--- src/rtl/static_bus_ctrl.sv ---
module static_bus_ctrl #(
  parameter int ADDR_W = 16,
  parameter int WAIT_W = 4
) (
  input  logic              clk,
  input  logic              rst,
  input  logic              cfg_we,
  input  logic [2:0]        cfg_sel,
  input  logic [WAIT_W-1:0] cfg_wdata,
  input  logic              req_valid,
  input  logic              req_write,
  input  logic              req_wide,
  input  logic [ADDR_W-1:0] req_addr,
  input  logic [7:0]        req_be,
  input  logic [63:0]       req_wdata,
  output logic              rsp_ready,
  output logic [63:0]       rsp_rdata,
  output logic [ADDR_W-1:0] bus_addr,
  output logic [31:0]       bus_dout,
  output logic              bus_dout_en,
  input  logic [31:0]       bus_din,
  output logic              bus_cs_n,
  output logic              bus_oe_n,
  output logic              bus_we_n,
  output logic [3:0]        bus_bls_n
);

  typedef enum logic [1:0] {S_IDLE, S_ACC, S_GAP, S_TURN} st_t;

  st_t               state;
  logic [2:0]        mode_r;
  logic [WAIT_W-1:0] w_rd, w_pg, w_wr, w_tn;
  logic              bus8_q, page_q, lane_q, write_q, wide_q;
  logic [ADDR_W-1:0] base_q;
  logic [7:0]        be_q;
  logic [63:0]       wdata_q;
  logic [2:0]        beat;
  logic [WAIT_W-1:0] cnt;
  logic [1:0]        pos_next;
  logic [3:0]        strb;
  logic              last_beat, page_next, acc;

  assign acc       = (state == S_ACC);
  assign bus_addr  = base_q + (bus8_q ? ADDR_W'(beat) : ADDR_W'({beat, 2'b00}));
  assign pos_next  = bus8_q ? bus_addr[1:0] + 2'd1 : bus_addr[3:2] + 2'd1;
  assign last_beat = (beat == (bus8_q ? (wide_q ? 3'd7 : 3'd3) : (wide_q ? 3'd1 : 3'd0)));
  assign page_next = page_q && !write_q && (pos_next != 2'd0);
  assign strb      = bus8_q ? {3'b000, be_q[beat]} : (beat[0] ? be_q[7:4] : be_q[3:0]);

  assign bus_cs_n    = !acc;
  assign bus_oe_n    = !(acc && !write_q);
  assign bus_dout_en = acc && write_q;
  assign bus_we_n    = !(acc && write_q && lane_q);
  assign bus_bls_n   = (acc && (write_q || lane_q)) ? ~strb : 4'hF;
  assign bus_dout    = bus8_q ? {24'h0, wdata_q[{beat, 3'b000} +: 8]}
                              : wdata_q[{beat[0], 5'b00000} +: 32];

  always_ff @(posedge clk) begin
    if (rst) begin
      mode_r <= 3'd0;
      w_rd   <= WAIT_W'(2);
      w_pg   <= WAIT_W'(1);
      w_wr   <= WAIT_W'(1);
      w_tn   <= WAIT_W'(1);
    end else if (cfg_we) begin
      case (cfg_sel)
        3'd0: mode_r <= cfg_wdata[2:0];
        3'd1: w_rd   <= cfg_wdata;
        3'd2: w_pg   <= cfg_wdata;
        3'd3: w_wr   <= cfg_wdata;
        3'd4: w_tn   <= cfg_wdata;
        default: ;
      endcase
    end
  end

  always_ff @(posedge clk) begin
    if (rst) begin
      state     <= S_IDLE;
      rsp_ready <= 1'b0;
      rsp_rdata <= '0;
      bus8_q    <= 1'b0;
      page_q    <= 1'b0;
      lane_q    <= 1'b0;
      write_q   <= 1'b0;
      wide_q    <= 1'b0;
      base_q    <= '0;
      be_q      <= '0;
      wdata_q   <= '0;
      beat      <= '0;
      cnt       <= '0;
    end else begin
      rsp_ready <= 1'b0;
      case (state)
        S_IDLE: if (req_valid) begin
          bus8_q    <= mode_r[0];
          page_q    <= mode_r[1];
          lane_q    <= mode_r[2];
          write_q   <= req_write;
          wide_q    <= req_wide;
          base_q    <= {req_addr[ADDR_W-1:3], req_wide ? 1'b0 : req_addr[2], 2'b00};
          be_q      <= req_be;
          wdata_q   <= req_wdata;
          beat      <= '0;
          cnt       <= req_write ? w_wr : w_rd;
          rsp_rdata <= '0;
          state     <= S_ACC;
        end
        S_ACC: begin
          if (cnt != '0) begin
            cnt <= cnt - WAIT_W'(1);
          end else begin
            if (!write_q) begin
              if (bus8_q) rsp_rdata[{beat, 3'b000} +: 8] <= bus_din[7:0];
              else        rsp_rdata[{beat[0], 5'b00000} +: 32] <= bus_din;
            end
            if (last_beat) begin
              rsp_ready <= 1'b1;
              if (w_tn == '0) state <= S_IDLE;
              else begin
                cnt   <= w_tn - WAIT_W'(1);
                state <= S_TURN;
              end
            end else if (page_next) begin
              beat <= beat + 3'd1;
              cnt  <= w_pg;
            end else begin
              beat  <= beat + 3'd1;
              state <= S_GAP;
            end
          end
        end
        S_GAP: begin
          cnt   <= write_q ? w_wr : w_rd;
          state <= S_ACC;
        end
        S_TURN: begin
          if (cnt == '0) state <= S_IDLE;
          else cnt <= cnt - WAIT_W'(1);
        end
        default: state <= S_IDLE;
      endcase
    end
  end

  assert_ready_pulse_R10: assert property (@(posedge clk) disable iff (rst)
    rsp_ready |=> !rsp_ready);
  assert_we_gated_R7: assert property (@(posedge clk) disable iff (rst)
    !bus_we_n |-> lane_q);
  assert_read_lanes_high_R7: assert property (@(posedge clk) disable iff (rst)
    (!bus_oe_n && !lane_q) |-> (bus_bls_n == 4'hF));
  assert_cs_covers_R9: assert property (@(posedge clk) disable iff (rst)
    (!bus_oe_n || bus_dout_en) |-> !bus_cs_n);
  assert_dir_exclusive_R9: assert property (@(posedge clk) disable iff (rst)
    !(!bus_oe_n && bus_dout_en));
  assert_turn_quiet_R11: assert property (@(posedge clk) disable iff (rst)
    (state == S_TURN) |-> bus_cs_n);
  assert_ready_ends_access_R3: assert property (@(posedge clk) disable iff (rst)
    rsp_ready |-> $past(!bus_cs_n));

endmodule

--- config.mk ---
export PLATFORM = sky130hd
export DESIGN_NAME = static_bus_ctrl
export DESIGN_NICKNAME = d
export VERILOG_FILES = /design/src/rtl/static_bus_ctrl.sv
export SDC_FILE = /design/constraint.sdc
export NUM_CORES = 1
export LEC_CHECK = 0
export BUFFER_PORTS_ARGS = -buffer_cell sky130_fd_sc_hd__buf_2
export CELL_PAD_IN_SITES_DETAIL_PLACEMENT = 0
export CELL_PAD_IN_SITES_GLOBAL_PLACEMENT = 1
export CORE_MARGIN = 8
export CORE_UTILIZATION = 41
export CTS_CLUSTER_SIZE = 20
export DETAILED_ROUTE_END_ITERATION = 16
export GPL_ROUTABILITY_DRIVEN = 0
export MAX_ROUTING_LAYER = met4
export PLACE_DENSITY = 0.84
export SKIP_CTS_REPAIR_TIMING = 1
export SYNTH_ARGS = -nofsm -noshare
export SYNTH_HDL_FRONTEND = slang
export SYNTH_SLANG_ARGS = --single-unit
export TNS_END_PERCENT = 50
--- constraint.sdc ---
create_clock -name clk -period 9.35 [get_ports clk]
set_clock_uncertainty 0.2 [all_clocks]
set_input_delay 0.4675 -clock clk [delete_from_list [all_inputs] [get_ports clk]]
set_output_delay 0.4675 -clock clk [all_outputs]
set_load 0.05 [all_outputs]
==> reports/results.tsv <==
metric	value	unit
RSZ-0062 raised after global routing	no	
grt ovf	0	
Worst Setup Path Type	reg -> out	
Syn-to-layout area delta	20.8	%
status	completed	
Die ar.	27300	sq um
Slew headroom	26.2	%
async set or reset register ratio after synthesis	0	%
H-tree depth	4	
die width	165	um
Tot GR Track Use	22.0	%
Simple-Gate Fraction of Synth Area	20.8	%
crit path time final	3.81	ns
f_max	262	MHz
TritonRoute pass-1 iters	5	
DR DRC count	0	
vias	8538	
P_leak	4.47	nW
Core Area	21800	sq um
Max Cap Viol	0	
IO buf count	251	
Iteration-0 DRC Markers	642	
total wire length	29600	um
CP arrival	3.14	ns
CP dominant cell by count	nor2_1	
Num CTS Buffers	17	
largest net degree at the start of global routing	101	
share of layout cells above drive strength 1	26.4	%
Hold Crit Class	in -> reg	
Crit-path slowest cell	dfxtp_1	
complex-gate fraction of the synthesized area	19.5	%
Post-Synth XOR/XNOR Area	1.73	%
Fin Setup TNS	0	ns
synth unique cells	67	
Slew @ Worst Pin	1.11	ns
register clock-pin slew on the reported worst setup and hold paths	0.08	ns
Avg Cell Area, Syn	8.26	sq um
Initial Util	41.8	%
first-pass GRT wire length	45700	um
Die Span Y	165	um
total power divided by cell area	240	nW/um^2
DP HPWL	21600	um
sequential fraction of the synthesis area	40.4	%
EDFF count, synth	0	
largest family of logic cells by synthesized area	simple AND/OR/NAND/NOR gates	
Ys Warns	0	
WP data required	8.68	ns
Hold Fails Final Rpt	0	
later-pin clock latency in the skew report	0.43	ns
Critical Path Fanout Max	15	
FP Rows	54	
initial antenna violation count	2	
IO Pins	254	
Net Count, Synth	1251	
fin. max-slew vios	0	
clk sinks	184	
proportion of synthesized area in mux cells	10.5	%
CP Cell Sequence	inv_1, nor2_1, ha_1, a21oi_1, nor2_1, nand3_1, xnor2_1, buf_2	
pre-CTS setup slack	5.76	ns
post-synthesis adder-cell area fraction	2.14	%
fin area	11000	sq um
DP Area	10400	sq um
share of the clock period used by the worst path after layout	40.8	%
clock tree root driver cell	clkbuf_16	
top-area cell type share of the netlist area	40.4	%
number of vias per cell	5.37	
Synth Flop Type	dfxtp_1	
area leader, netlist	dfxtp_1	
mapped cell area	9110	sq um
Max clock buf depth	2	
CTS tree	done	
Util after Layout	50.4	%
final net count	1443	
max incr delay on CP	0.75	ns
flop and latch count out of synthesis	184	
setup violators final	0	
Setup crit end kind	output port	
Worst setup SP type	flip-flop	
Detail Route Antenna Nets	0	
DR WL/cell	18.6	um
top post-synthesis cells by area	dfxtp_1, nand2_1, a21oi_1, mux2i_1, nor2_1	
Max VDD drop	0.102	mV
Final WS setup	5.54	ns
vias in the first global route	8490	
Mapped Cells	1103	
-- cells in the final DEF (no fill, tap or decap), drive strengths merged, types with 25 or more instances in the layout --
cell type  instances
mux2i             47
a21oi            133
dfxtp            184
a211oi            53
nand2            238
nor2             114
nand3             26
a22oi             48
inv               25
buf              258
-- layout make-up --
| class | count | area, sq um |
|---|---|---|
| antenna | 2 | 5.00 |
| clock buffer | 18 | 439 |
| clock inverter | 13 | 144 |
| fill | 2158 | 10800 |
| inverter | 21 | 78.8 |
| multi-input combinational | 813 | 4990 |
| sequential | 184 | 3690 |
| tap | 280 | 350 |
| timing repair buffer | 258 | 1320 |
-- report_power, final --
part | leakage, nW | internal (mW) | switching, mW | total, mW
Clock | 0.281 | 0.403 | 0.321 | 0.724
Combinational | 2.68 | 0.276 | 0.679 | 0.955
Sequential | 1.51 | 0.883 | 0.0751 | 0.958
-- synthesized netlist by cell type (all sizes together) (2+ instances only) --
cell type and n:
and3 2, a211oi 53, nand4 4, dfxtp 184
a31oi 8, nor4b 2, a21oi 133, or4b 2
nand2 238, nor2 114, nor3 12, o211ai 2
mux2 7, nor3b 2, a311oi 4, or3 2
clkbuf 48, nand2b 9, a21o 3, mux2i 47
ha 14, nand3b 2, o21bai 2, nand3 26
xor2 3, o21ai 9, nor2b 12, buf 37
mux4 18, o22ai 2, xnor2 15, or2 2
a22oi 48, inv 21
-- flip-flops by register name (all words and copies together), names as in the netlist, 4 cells and up --
register / cells
wdata_q: 64
w_rd: 4
w_tn: 4
cnt: 4
be_q: 8
w_pg: 4
rsp_rdata: 64
w_wr: 4
base_q: 14
-- critical path, delay by kind of cell (launching register included) --
| kind | cells | cell delay, ns |
|---|---|---|
| compound gates | 1 | 0.28 |
| xor+xnor | 1 | 0.12 |
| fa+ha+maj | 1 | 0.28 |
| buf+inv | 2 | 0.79 |
| flops | 1 | 0.75 |
| simple gates | 3 | 0.50 |
-- kinds of logic (layout without fill, tap and decap cells) --
logic type      after synthesis  after routing
mux                          72             72
other cells                   0              2
simple gates                437            437
flops                       184            184
fa+ha+maj                    15             15
buf+inv                     106            310
xor+xnor                     18             18
compound gates              271            271
-- worst paths after layout --
kind / from / endpoint / slack [ns] / cells past startpoint
min: req_wdata[61] / wdata_q[61] / 0.06 / 3
max reg2reg: beat[2] / rsp_rdata[37] / 5.82 / 7
max: beat[2] / bus_addr[15] / 5.54 / 8
min reg2reg: rsp_rdata[2] / rsp_rdata[2] / 0.26 / 2
-- stage by stage --
step / instances / hold slack [ns] / power, mW
2_1_floorplan: 1103 / 0.231 / 1.71
4_1_cts: 1587 / 0.0485 / 2.66
5_1_grt: 1589 / 0.0574 / 2.78
6_report: 1589 / 0.0644 / 2.64
3_5_place_dp: 1556 / 0.246 / 1.93
3_3_place_gp: 1556 / 0.236 / 1.92
-- metal layers --
metal  global-route usage, %  share of wire (%)
met4                    8.68                2.8
met1                    26.1                 42
met2                    35.5                 47
met5                       -                  0
met3                    5.08                7.6
Power figures use the tool's default switching activity.
